**src/rtl/dlt_pkg.sv**
```systemverilog
package dlt_pkg;
  typedef enum logic [3:0] {
    ST_IDLE,
    ST_CAL_SET,
    ST_CAL_HOLD,
    ST_CAL_WAIT,
    ST_CAL_NEXT,
    ST_PH_SET,
    ST_PH_HOLD,
    ST_PH_WAIT,
    ST_APPLY,
    ST_FAIL
  } dlt_state_e;
endpackage

```
**src/rtl/dlt_timer.sv**
```systemverilog
module dlt_timer #(
  parameter int W = 8
) (
  input  logic         clk,
  input  logic         rst,
  input  logic         load,
  input  logic [W-1:0] value,
  output logic         zero
);
  logic [W-1:0] cnt;

  always_ff @(posedge clk) begin
    if (rst)            cnt <= '0;
    else if (load)      cnt <= value;
    else if (cnt != '0) cnt <= cnt - 1'b1;
  end

  assign zero = (cnt == '0);

  p_timer_step_r4: assert property (@(posedge clk) disable iff (rst)
    (!load && cnt != '0) |=> (cnt == $past(cnt) - 1'b1));
endmodule

```
**src/rtl/dlt_msb.sv**
```systemverilog
module dlt_msb #(
  parameter int LEN_W = 12,
  parameter int IDX_W = 4
) (
  input  logic [LEN_W-1:0] val,
  output logic [IDX_W-1:0] idx
);
  always_comb begin
    idx = '0;
    for (int i = 0; i < LEN_W; i++) begin
      if (val[i]) idx = IDX_W'(i);
    end
  end
endmodule

```
**src/rtl/dlt_window.sv**
```systemverilog
module dlt_window #(
  parameter int PH_W = 4
) (
  input  logic          clk,
  input  logic          rst,
  input  logic          clear,
  input  logic          upd,
  input  logic          pass,
  input  logic [PH_W-1:0] phase,
  output logic [PH_W:0]   best_len,
  output logic [PH_W-1:0] best_end
);
  logic [PH_W:0] cur_len;
  logic [PH_W:0] cur_nxt;

  assign cur_nxt = cur_len + 1'b1;

  always_ff @(posedge clk) begin
    if (rst || clear) begin
      cur_len  <= '0;
      best_len <= '0;
      best_end <= '0;
    end else if (upd) begin
      if (pass) begin
        cur_len <= cur_nxt;
        if (cur_nxt > best_len) begin
          best_len <= cur_nxt;
          best_end <= phase;
        end
      end else begin
        cur_len <= '0;
      end
    end
  end

  p_best_ge_cur_r7: assert property (@(posedge clk) disable iff (rst)
    best_len >= cur_len);
endmodule

```
**src/rtl/dly_tune_ctrl.sv**
```systemverilog
module dly_tune_ctrl
  import dlt_pkg::*;
#(
  parameter int UNIT_W      = 7,
  parameter int SEL_W       = 4,
  parameter int LEN_W       = 12,
  parameter int NCELLS      = 11,
  parameter int TIMEOUT_CYC = 250000,
  parameter int SETTLE_CYC  = 8
) (
  input  logic              clk,
  input  logic              rst,
  input  logic              start,
  output logic              dl_en,
  output logic              dl_smp_en,
  output logic [UNIT_W-1:0] dl_unit,
  output logic [SEL_W-1:0]  dl_sel,
  input  logic [LEN_W-1:0]  dl_len,
  input  logic              dl_len_vld,
  output logic              tune_req,
  input  logic              tune_ack,
  input  logic              tune_pass,
  output logic              done,
  output logic              err,
  output logic [UNIT_W-1:0] res_unit,
  output logic [SEL_W-1:0]  res_phase
);
  localparam logic [UNIT_W-1:0] UNIT_MAX = {UNIT_W{1'b1}};
  localparam logic [SEL_W-1:0]  CAL_SEL  = SEL_W'(NCELLS + 1);
  localparam int                TMO_W    = $clog2(TIMEOUT_CYC + 1);
  localparam int                SET_W    = $clog2(SETTLE_CYC + 2);
  localparam logic [LEN_W:0]    LEN_LIM  = (LEN_W + 1)'(1) << NCELLS;

  dlt_state_e st;
  logic [UNIT_W-1:0] cal_unit;
  logic [SEL_W-1:0]  ph, max_ph, len_msb, final_ph;
  logic              set_load, set_zero, tmo_load, tmo_zero;
  logic              win_clear, win_upd;
  logic [SEL_W:0]    best_len;
  logic [SEL_W-1:0]  best_end;
  logic              len_ok;

  dlt_timer #(.W(SET_W)) u_settle (
    .clk(clk), .rst(rst), .load(set_load),
    .value(SET_W'(SETTLE_CYC)), .zero(set_zero));

  dlt_timer #(.W(TMO_W)) u_timeout (
    .clk(clk), .rst(rst), .load(tmo_load),
    .value(TMO_W'(TIMEOUT_CYC)), .zero(tmo_zero));

  dlt_msb #(.LEN_W(LEN_W), .IDX_W(SEL_W)) u_msb (
    .val(dl_len), .idx(len_msb));

  dlt_window #(.PH_W(SEL_W)) u_win (
    .clk(clk), .rst(rst), .clear(win_clear), .upd(win_upd),
    .pass(tune_pass), .phase(ph),
    .best_len(best_len), .best_end(best_end));

  assign len_ok    = (dl_len != '0) && ({1'b0, dl_len} < LEN_LIM);
  assign set_load  = (st == ST_CAL_SET) || (st == ST_PH_SET);
  assign tmo_load  = (st == ST_CAL_HOLD) && set_zero;
  assign win_clear = (st == ST_IDLE) && start;
  assign win_upd   = (st == ST_PH_WAIT) && tune_ack;
  assign final_ph  = best_end - SEL_W'(best_len >> 1);

  always_ff @(posedge clk) begin
    if (rst) begin
      st        <= ST_IDLE;
      cal_unit  <= '0;
      ph        <= '0;
      max_ph    <= '0;
      dl_en     <= 1'b0;
      dl_smp_en <= 1'b0;
      dl_unit   <= '0;
      dl_sel    <= '0;
      tune_req  <= 1'b0;
      done      <= 1'b0;
      err       <= 1'b0;
      res_unit  <= '0;
      res_phase <= '0;
    end else begin
      tune_req <= 1'b0;
      unique case (st)
        ST_IDLE: begin
          if (start) begin
            done     <= 1'b0;
            err      <= 1'b0;
            cal_unit <= '0;
            st       <= ST_CAL_SET;
          end
        end
        ST_CAL_SET: begin
          dl_en     <= 1'b1;
          dl_smp_en <= 1'b1;
          dl_unit   <= cal_unit;
          dl_sel    <= CAL_SEL;
          st        <= ST_CAL_HOLD;
        end
        ST_CAL_HOLD: begin
          if (set_zero) st <= ST_CAL_WAIT;
        end
        ST_CAL_WAIT: begin
          if (dl_len_vld) begin
            if (len_ok) begin
              res_unit <= cal_unit;
              max_ph   <= len_msb;
              ph       <= '0;
              st       <= ST_PH_SET;
            end else begin
              st <= ST_CAL_NEXT;
            end
          end else if (tmo_zero) begin
            st <= ST_CAL_NEXT;
          end
        end
        ST_CAL_NEXT: begin
          if (cal_unit == UNIT_MAX) begin
            st <= ST_FAIL;
          end else begin
            cal_unit <= cal_unit + 1'b1;
            st       <= ST_CAL_SET;
          end
        end
        ST_PH_SET: begin
          dl_en     <= 1'b1;
          dl_smp_en <= 1'b0;
          dl_sel    <= ph;
          st        <= ST_PH_HOLD;
        end
        ST_PH_HOLD: begin
          if (set_zero) begin
            tune_req <= 1'b1;
            st       <= ST_PH_WAIT;
          end
        end
        ST_PH_WAIT: begin
          if (tune_ack) begin
            if (ph == max_ph) begin
              st <= ST_APPLY;
            end else begin
              ph <= ph + 1'b1;
              st <= ST_PH_SET;
            end
          end
        end
        ST_APPLY: begin
          if (best_len == '0) begin
            st <= ST_FAIL;
          end else begin
            dl_sel    <= final_ph;
            res_phase <= final_ph;
            done      <= 1'b1;
            st        <= ST_IDLE;
          end
        end
        ST_FAIL: begin
          dl_en     <= 1'b0;
          dl_smp_en <= 1'b0;
          dl_sel    <= '0;
          res_phase <= '0;
          err       <= 1'b1;
          done      <= 1'b1;
          st        <= ST_IDLE;
        end
        default: st <= ST_IDLE;
      endcase
    end
  end

  p_req_pulse_r10: assert property (@(posedge clk) disable iff (rst)
    tune_req |=> !tune_req);
  p_req_stable_r10: assert property (@(posedge clk) disable iff (rst)
    tune_req |-> $stable(dl_sel));
  p_sweep_cfg_r6: assert property (@(posedge clk) disable iff (rst)
    tune_req |-> (dl_en && !dl_smp_en));
  p_cal_cfg_r2: assert property (@(posedge clk) disable iff (rst)
    dl_smp_en |-> (dl_en && dl_sel == CAL_SEL));
  p_tap_bound_r5: assert property (@(posedge clk) disable iff (rst)
    tune_req |-> (dl_sel <= max_ph));
  p_err_done_r8: assert property (@(posedge clk) disable iff (rst)
    err |-> done);
  p_fail_bypass_r9: assert property (@(posedge clk) disable iff (rst)
    $rose(err) |-> (!dl_en && !dl_smp_en));
endmodule

```
**config.mk**
```make
export PLATFORM = sky130hd
export DESIGN_NAME = dly_tune_ctrl
export DESIGN_NICKNAME = d
export VERILOG_FILES = /design/src/rtl/dlt_pkg.sv /design/src/rtl/dlt_timer.sv /design/src/rtl/dlt_msb.sv /design/src/rtl/dlt_window.sv /design/src/rtl/dly_tune_ctrl.sv
export SDC_FILE = /design/constraint.sdc
export NUM_CORES = 1
export LEC_CHECK = 0
export ABC_CLOCK_PERIOD_IN_PS = 5300
export CAP_MARGIN = 10
export CELL_PAD_IN_SITES_DETAIL_PLACEMENT = 1
export CELL_PAD_IN_SITES_GLOBAL_PLACEMENT = 2
export CORE_MARGIN = 1
export CORE_UTILIZATION = 38
export CTS_BUF_LIST = sky130_fd_sc_hd__clkbuf_4
export DETAILED_ROUTE_END_ITERATION = 16
export PLACE_DENSITY_LB_ADDON = 0.1
export SETUP_SLACK_MARGIN = 0.15
export SLEW_MARGIN = 20
export SYNTH_ARGS = -nofsm -noshare
export SYNTH_HDL_FRONTEND = slang
export SYNTH_SLANG_ARGS = --single-unit
```
**constraint.sdc**
```tcl
create_clock -name clk -period 5.3 [get_ports clk]
set_input_delay 1.59 -clock clk [delete_from_list [all_inputs] [get_ports clk]]
set_output_delay 1.59 -clock clk [all_outputs]
set_load 0.005 [all_outputs]
```
==> flow_summary.toml, run 1 <==
[final_layout]
n_antenna_cell = 0
final_nets = 546
drive_gt1_frac = 0.0656
final_cells = 654
final_util = 0.459
fill_cells = 1260
fin_area_sq_um = 4740
syn2layout_area_growth_pct = 17.1

[logic_synthesis]
yosysSeqAreaShare = 0.406
syn_nets = 512
ys_types = 61
synth_top_family_by_area = "simple AND/OR/NAND/NOR gates"
synth_top_area_frac = 0.406
synth_area_per_cell_sq_um = 8.42
yosysTopAreaCell = "dfxtp_1"
synthMuxAreaShare = 0.0297
synthAdderAreaFrac = 0.0452
yosys_warnings = 0
synth_edf_count = 0
synth_xor_area_frac = 0.0671
synthArstFlopShare = 0
ys_ff_latch = 82
yosys.area_share.simple = 0.276
netlist_area_sq_um = 4040
synth_compound_area_frac = 0.140
syn_inst = 480
synth_flop_cell = "dfxtp_1"
synth_area_leaders = "dfxtp_1, nor2_1, a21oi_1"

[timing]
finalHoldViolCount = 0
finalSetupTns_ns = 0
fin_skew_ns = 0.0170
worstMarginPinSlew_ns = 1.00
maxSlewViolCount = 0
rsz0062_at_grt = "false"
setup_viol = 0
period_share = 0.627
hold-worst-slack_ns = 0.459
fin_crit_ns = 3.32
max_freq_ghz = 0.301
layout_setup_ws_ns = 1.98
max-slew-margin-rel = 0.329

[die]
core_area_sq_um = 10300
rows = 37
die_height_um = 105
dieArea_sq_um = 11100
start_util = 0.392
io_pins = 45
fp.dieW_um = 105

[min_path]
min_to = "dl_sel[2]$_SDFFE_PP0P_"
hold_path_depth = 2
hold_path.class = "flip-flop to flip-flop"
hp-start = "dl_sel[2]$_SDFFE_PP0P_"

[pwr]
ir_drop_mv = 0.200
power.density_nw_per_um2 = 407
p_total_mw = 1.93
p_leak_nw = 1.65

[setup_path]
end_kind = "flip-flop"
startpoint_type = "input port"
worst_r2r_endpoint = "u_win.best_end[2]$_SDFFE_PP0P_"
required_ns = 5.65
timing.rr.start = "u_win.cur_len[0]$_SDFFE_PP0P_"
crit_path_start = "tune_ack"
r2r_cells = 9
slowest_stage = "a211oi_1"
critPathArrivalTime_ns = 3.67
max_stage_delay_ns = 0.78
rrSetupSlack_ns = 2.32
worstPathMaxFanout = 7
crit_chain = "clkdlybuf4s50_1 > nand3_1 > a211oi_1 > buf_4 > mux2i_1 > nor2_1"
critPathKind = "input port to flip-flop"

[placement]
dpl.cell_count = 639
dp_hpwl_um = 7450
port_buffers = 44
gp_congestion = 0.782
place_area_sq_um = 4580
place_ws_ns = 1.46

[grt]
antenna_found_initial = 0
grt_pass1_vias = 3503
grt_usage = 0.196
grt_max_degree = 54
grt_pass1_wl_um = 17100
overflow = 0

[clock_network]
cts_buffers = 9
cts_buffer_depth = 2
clk_latency_ns = 0.46
root_buffer = "clkbuf_4"
cts_resized = 0
cts_sinks = 82
cts_hold_buf = 0
htree_levels = 3
cts_setup_buffers = 0
cts_tree = "built"
clkTransAtPathRegs_ns = 0.14

[routing]
route.detailed.drc = 0
drtPass1Iterations = 4
via_per_inst = 5.39
routed_wl_um = 10200
drtAntennaViolNets = 0
drtIter0Drc = 127
via_count = 3526
wl_per_cell_um = 15.6

[flow_run]
maxCapViolations = 0

[outcome]
outcome = "complete, no violations"
-- area by class of cell --
| cell class | count | area [sq um] | area share |
|---|---|---|---|
| inverters | 14 | 52.6 | 0.0111 |
| clock buffers | 10 | 75.1 | 0.0158 |
| clock inverters | 5 | 80.1 | 0.0169 |
| well taps | 136 | 170 | 0.0359 |
| flip-flops and latches | 82 | 1640 | 0.347 |
| repair buffers | 47 | 458 | 0.0967 |
| multi-input cells | 360 | 2260 | 0.477 |
-- worst max-delay path by stage --
stage / end / slack (ns) / depth (start not counted)
floorplan: ph[0]$_SDFFE_PP0P_ / 2.42 / 5
global placement: u_win.best_len[1]$_SDFFE_PP0P_ / 1.53 / 6
detailed placement: u_win.best_end[2]$_SDFFE_PP0P_ / 1.46 / 6
CTS: u_win.best_end[2]$_SDFFE_PP0P_ / 1.97 / 6
global route: u_win.best_end[2]$_SDFFE_PP0P_ / 1.86 / 6
finish: u_win.best_end[2]$_SDFFE_PP0P_ / 1.98 / 6
-- cells in the mapped netlist (5+ instances only) --
master    count
nor4_1        8
or3_1         7
dfxtp_1      82
clkbuf_1     18
nand2_1      52
nor2b_1       7
a21oi_1      45
inv_1        14
nor2_1       62
ha_1         13
mux2i_1      12
buf_2         5
o21ai_0       7
xor2_1       18
nor3_1       14
xnor2_1      13
a211oi_1      7
nand4_1      11
nand3_1      17
nand3b_1      5
-- state kept, by name, summed over array words and instances, names as in the netlist, 4 cells and up --
register / flops
u_timeout.cnt: 18
cal_unit: 7
dl_unit: 7
res_unit: 7
u_win.best_len: 5
u_win.cur_len: 5
dl_sel: 4
max_ph: 4
ph: 4
res_phase: 4
st: 4
u_settle.cnt: 4
u_win.best_end: 4
-- critical path, delay by kind of cell --
kind / cells / cell delay, ns
buffers and inverters: 2 / 0.91
AO/OA/AOI/OAI: 1 / 0.78
multiplexers: 1 / 0.20
AND/OR/NAND/NOR: 2 / 0.20
-- routing by layer --
layer,GRT usage,up-vias,part of all wire
met2,0.315,61,0.46
met4,0.0543,0,0.011
met3,0.0624,9,0.043
met1,0.251,1681,0.49
met5,0,-,0
li1,-,1775,-
-- logic make-up after synthesis --
logic type / Yosys count
buffers and inverters: 38
AND/OR/NAND/NOR: 214
flip-flops: 82
XOR/XNOR: 31
multiplexers: 12
AO/OA/AOI/OAI: 89
adder cells (fa/ha/maj): 14
-- layout by cell type, fill, tap and decap left out, drive strengths merged, types with 5 or more instances in the layout --
cell	n
nand2	52
clkbuf	10
clkdlybuf4s50	43
or3	7
ha	13
nor4	10
a211oi	7
mux2i	12
nand3b	5
nand4	11
nor2	62
inv	14
nand3	17
xnor2	13
dfxtp	82
o21ai	7
nor2b	7
nor3b	5
a21oi	46
nor3	14
xor2	18
-- where the power goes --
part,switching (mW),internal [mW]
clock,0.220,0.193
combinational,0.401,0.300
sequential,0.112,0.702
Power figures use the tool's default switching activity.
==> inputs of run 2 (changes only) <==
- ABC_CLOCK_PERIOD_IN_PS: 5300 -> 3100
- CORE_UTILIZATION: 38 -> 35
- clock period: 5.3 -> 3.1 ns (I/O delays scaled with it)
==> flow_summary.toml, run 2 (synthesis results as in run 1) <==
[setup_path]
required_ns = 3.45
crit_family = "simple AND/OR/NAND/NOR gates"
startpoint_type = "input port"
crit_path_start = "dl_len[8]"
critPathArrivalTime_ns = 2.72
path_common_cell = "nor4_1"
critPathKind = "input port to flip-flop"
timing.rr.start = "u_win.cur_len[0]$_SDFFE_PP0P_"
worstPathMaxFanout = 6
cp_num_buf_inv = 1
slowest_stage = "clkdlybuf4s50_1"
crit_chain = "clkdlybuf4s50_1 > nor4_1 > nand3_1 > o21a_1 > nor4_1 > o22ai_1"
end_kind = "flip-flop"
max_stage_delay_ns = 0.45

[clock_network]
clkTransAtPathRegs_ns = 0.13
cts_hold_buf = 0
clk_latency_ns = 0.46
cts_buffer_depth = 2
cts_resized = 0
root_buffer = "clkbuf_4"
cts_tree = "built"
cts_buffers = 9
htree_levels = 3
cts_sinks = 82
cts_setup_buffers = 0

[die]
dieArea_sq_um = 12000
rows = 38
die_height_um = 109
io_pins = 45
fp.dieW_um = 109
core_area_sq_um = 11000
start_util = 0.367

[pwr]
p_int_mw = 2.11
clkPwrFrac = 0.213
switching_share = 0.381
p_switching_mw = 1.30
ir_drop_mv = 0.362
seqPwrFrac = 0.409
power.density_nw_per_um2 = 706
p_leak_nw = 1.70
p_comb_frac = 0.378

[routing]
via_per_inst = 5.32
route.detailed.drc = 0
drtAntennaViolNets = 0
drtIter0Drc = 155
via_count = 3564
routed_wl_um = 10400
drtPass1Iterations = 4
wl_per_cell_um = 15.6

[placement]
port_buffers = 44
gp_congestion = 0.794
dp_hpwl_um = 7720

[timing]
period_share = 0.764
maxSlewViolCount = 0
max-slew-margin-rel = 0.543
setup_viol = 0
rsz0062_at_grt = "false"
worstMarginPinSlew_ns = 0.684
fin_crit_ns = 2.37
max_freq_ghz = 0.422
finalHoldViolCount = 0
finalSetupTns_ns = 0
fin_skew_ns = 0.00938

[final_layout]
syn2layout_area_growth_pct = 19.3
top_register = "u_timeout.cnt"
drive_gt1_frac = 0.0830
layout_common_cells = "dfxtp_1, nor2_1, nand2_1"
final_nets = 557
largest_register_ffs = 18
n_antenna_cell = 0
final_util = 0.437
final_common_cell = "dfxtp_1"

[grt]
antenna_found_initial = 0
grt_pass1_wl_um = 17200
grt_max_degree = 24
grt_pass1_vias = 3542
grt_usage = 0.188
overflow = 0

[min_path]
hold_path.class = "flip-flop to flip-flop"
hp-start = "dl_unit[6]$_SDFFE_PP0P_"

[flow_run]
maxCapViolations = 0

[outcome]
outcome = "complete, no violations"
-- run 2: layout make-up --
cell class / instances / area (sq um)
multi-input combinational: 360 / 2250
inverter: 14 / 52.6
timing repair buffer: 58 / 541
fill: 1348 / 6210
tap: 140 / 175
clock buffer: 11 / 82.6
sequential: 82 / 1640
clock inverter: 5 / 78.8
-- run 2: power groups by stage --
stage / sequential, mW / clock [mW] / combinational [mW]
2_1_floorplan: 1.32 / 0 / 0.980
3_3_place_gp: 1.41 / 0 / 1.25
3_5_place_dp: 1.42 / 0 / 1.28
4_1_cts: 1.39 / 0.753 / 1.30
5_1_grt: 1.42 / 0.788 / 1.44
6_report: 1.39 / 0.727 / 1.29
-- run 2: per-stage QoR --
stage                     cells  hold slack [ns]  total power, mW  worst slack, ns  instance area, sq um
final                       670            0.466             3.41            0.731                  4820
after global routing        670            0.493             3.65            0.515                  4820
after CTS                   670            0.470             3.45            0.731                  4820
after detailed placement    654            0.452             2.70            0.264                  4660
after global placement      654            0.443             2.66            0.340                  4660
after floorplan             480            0.448             2.30            0.877                  4040
-- run 2: per-layer routing --
| metal | up-vias | GRT usage | part of all wire | wire length [um] |
|---|---|---|---|---|
| li1 | 1786 | - | - | - |
| met1 | 1729 | 0.230 | 0.47 | 4950 |
| met2 | 41 | 0.323 | 0.49 | 5100 |
| met3 | 8 | 0.0510 | 0.027 | 277 |
| met4 | 0 | 0.0533 | 0.010 | 104 |
| met5 | - | 0 | 0 | 0 |
-- run 2: worst min-delay path, stage by stage, from the launching register on --
cell and delay (ns):
dfxtp_1 0.33, nand2_1 0.05, a21oi_1 0.05
-- run 2: final timing paths --
kind / endpoint / slack [ns] / cells past startpoint
worst max-delay path: st[0]$_SDFFE_PP0P_ / 0.73 / 6
worst max register to register: u_win.best_end[2]$_SDFFE_PP0P_ / 0.75 / 9
worst min-delay path: dl_unit[6]$_SDFFE_PP0P_ / 0.47 / 2
worst min register to register: dl_unit[6]$_SDFFE_PP0P_ / 0.47 / 2
==> inputs of run 3 (changes only) <==
- ABC_CLOCK_PERIOD_IN_PS: 3100 -> 2150
- CORE_UTILIZATION: 35 -> 32
- clock period: 3.1 -> 2.15 ns (I/O delays scaled with it)
==> flow_summary.toml, run 3 (synthesis results as in run 1) <==
[final_layout]
final_cells = 739
final_util = 0.440
final_nets = 599
final_common_cell = "nor2_1"
syn2layout_area_growth_pct = 32.3
top_register = "u_timeout.cnt"
fill_cells = 1450
largest_register_ffs = 18
drive_gt1_frac = 0.215
n_antenna_cell = 0
layout_common_cells = "nor2_1, dfxtp_1, buf_4"

[die]
rows = 40
start_util = 0.333
die_height_um = 114
fp.dieW_um = 114
dieArea_sq_um = 13100
io_pins = 45
core_area_sq_um = 12200

[timing]
layout_setup_ws_ns = 0.0353
period_share = 0.984
fin_skew_ns = 0.0225
max-slew-margin-rel = 0.647
worstMarginPinSlew_ns = 0.525
finalSetupTns_ns = 0
finalHoldViolCount = 0
max_freq_ghz = 0.473
rsz0062_at_grt = "true"
hold-worst-slack_ns = 0.462
setup_viol = 0
fin_crit_ns = 2.11
maxSlewViolCount = 0

[setup_path]
timing.rr.start = "u_win.cur_len[1]$_SDFFE_PP0P_"
startpoint_type = "flip-flop"
crit_family = "flip-flops"
critPathArrivalTime_ns = 2.47
rrSetupSlack_ns = 0.04
r2r_cells = 9
end_kind = "flip-flop"
required_ns = 2.51
max_stage_delay_ns = 0.40
cp_num_buf_inv = 1
critPathKind = "flip-flop to flip-flop"
worst_r2r_endpoint = "u_win.best_len[4]$_SDFFE_PP0P_"
worstPathMaxFanout = 5
crit_chain = "ha_4 > nand3_4 > xnor2_4 > ha_4 > mux2i_1 > a211oi_2 > buf_4 > mux2i_1 > nor2_1"
slowest_stage = "dfxtp_4"

[grt]
busiest_layer = "met2"
antenna_found_initial = 0
gr-usage-met2 = 0.298
grt_pass1_vias = 3870
gr-usage-met3 = 0.0286
grt_pass1_wl_um = 19200
overflow = 0
grt_use_met1 = 0.248
grt_usage = 0.187
grt_max_degree = 38

[placement]
place_ws_ns = -0.298
port_buffers = 44
gp_congestion = 0.755
dp_hpwl_um = 8310
dpl.cell_count = 716

[pwr]
clkPwrFrac = 0.163
switching_share = 0.391
power.density_nw_per_um2 = 906
p_int_mw = 2.95
p_comb_frac = 0.436
seqPwrFrac = 0.401
ir_drop_mv = 0.298
p_leak_nw = 2.09
p_switching_mw = 1.90

[flow_run]
maxCapViolations = 0

[routing]
route.detailed.drc = 0
wl_per_cell_um = 15.5
drtIter0Drc = 136
drtAntennaViolNets = 0
via_per_inst = 5.10
drtPass1Iterations = 4
routed_wl_um = 11500
via_count = 3772

[clock_network]
cts_tree = "built"
htree_levels = 3
root_buffer = "clkbuf_4"
cts_hold_buf = 0
clk_latency_ns = 0.46
clkTransAtPathRegs_ns = 0.13
cts_buffer_depth = 2
cts_sinks = 82
cts_buffers = 9

[min_path]
hp-start = "dl_sel[0]$_SDFFE_PP0P_"
min_to = "dl_sel[0]$_SDFFE_PP0P_"
hold_path_depth = 2
hold_path.class = "flip-flop to flip-flop"

[outcome]
outcome = "complete, no violations"
==> run 3: timing repair <==
action / 4_1_cts / 5_1_grt
cloned: 1 / 0
gates resized for setup: 27 / 32
setup buffers: 1 / 6
pin swaps: 1 / 5
endpoints found under the hold margin: 0 / 0
setup endpoints to repair: 25 / 42
==> run 3: worst register-to-register path, stage by stage, from the launching register on <==
cell and delay [ns]:
dfxtp_4 0.40, ha_4 0.17, nand3_4 0.10, xnor2_4 0.19, ha_4 0.23, mux2i_1 0.14, a211oi_2 0.31, buf_4 0.23
mux2i_1 0.19, nor2_1 0.06
==> run 3: worst max-delay path by stage <==
| stage | startpoint | endpoint | slack, ns | cells past startpoint |
|---|---|---|---|---|
| finish | u_win.cur_len[1]$_SDFFE_PP0P_ | u_win.best_len[4]$_SDFFE_PP0P_ | 0.04 | 9 |
| global route | u_win.cur_len[1]$_SDFFE_PP0P_ | u_win.best_len[2]$_SDFFE_PP0P_ | -0.07 | 9 |
| CTS | u_win.cur_len[1]$_SDFFE_PP0P_ | u_win.best_len[4]$_SDFFE_PP0P_ | 0.09 | 9 |
| detailed placement | dl_len[8] | st[0]$_SDFFE_PP0P_ | -0.30 | 6 |
| global placement | dl_len[4] | st[0]$_SDFFE_PP0P_ | -0.22 | 5 |
| floorplan | u_win.cur_len[0]$_SDFFE_PP0P_ | u_win.best_end[0]$_SDFFE_PP0P_ | 0.19 | 9 |
==> run 3: power by group through the flow <==
stage	clock (mW)	sequential, mW	combinational, mW
after global routing	0.898	1.98	2.35
after detailed placement	0	1.98	2.08
after global placement	0	1.96	2.07
after CTS	0.838	1.94	2.10
after floorplan	0	1.91	1.41
final	0.792	1.94	2.11
==> run 3: per-layer routing <==
metal	routed length, um	share of wire
met5	0	0
met4	280	0.024
met3	278	0.024
met2	5280	0.46
met1	5620	0.49
==> run 3: through the flow <==
stage / instance area, sq um / power (mW)
2_1_floorplan: 4060 / 3.32
3_3_place_gp: 5000 / 4.03
3_5_place_dp: 5000 / 4.06
4_1_cts: 5180 / 4.88
5_1_grt: 5350 / 5.22
6_report: 5350 / 4.85
==> run 3: layout make-up <==
class                      count  area [sq um]  share of cell area
multi-input combinational    360          2400               0.449
sequential                    82          1680               0.313
timing repair buffer         100           907               0.170
tap                          168           210              0.0393
clock buffer                  11          82.6              0.0154
inverter                      14          52.6             0.00982
clock inverter                 4          20.0             0.00374
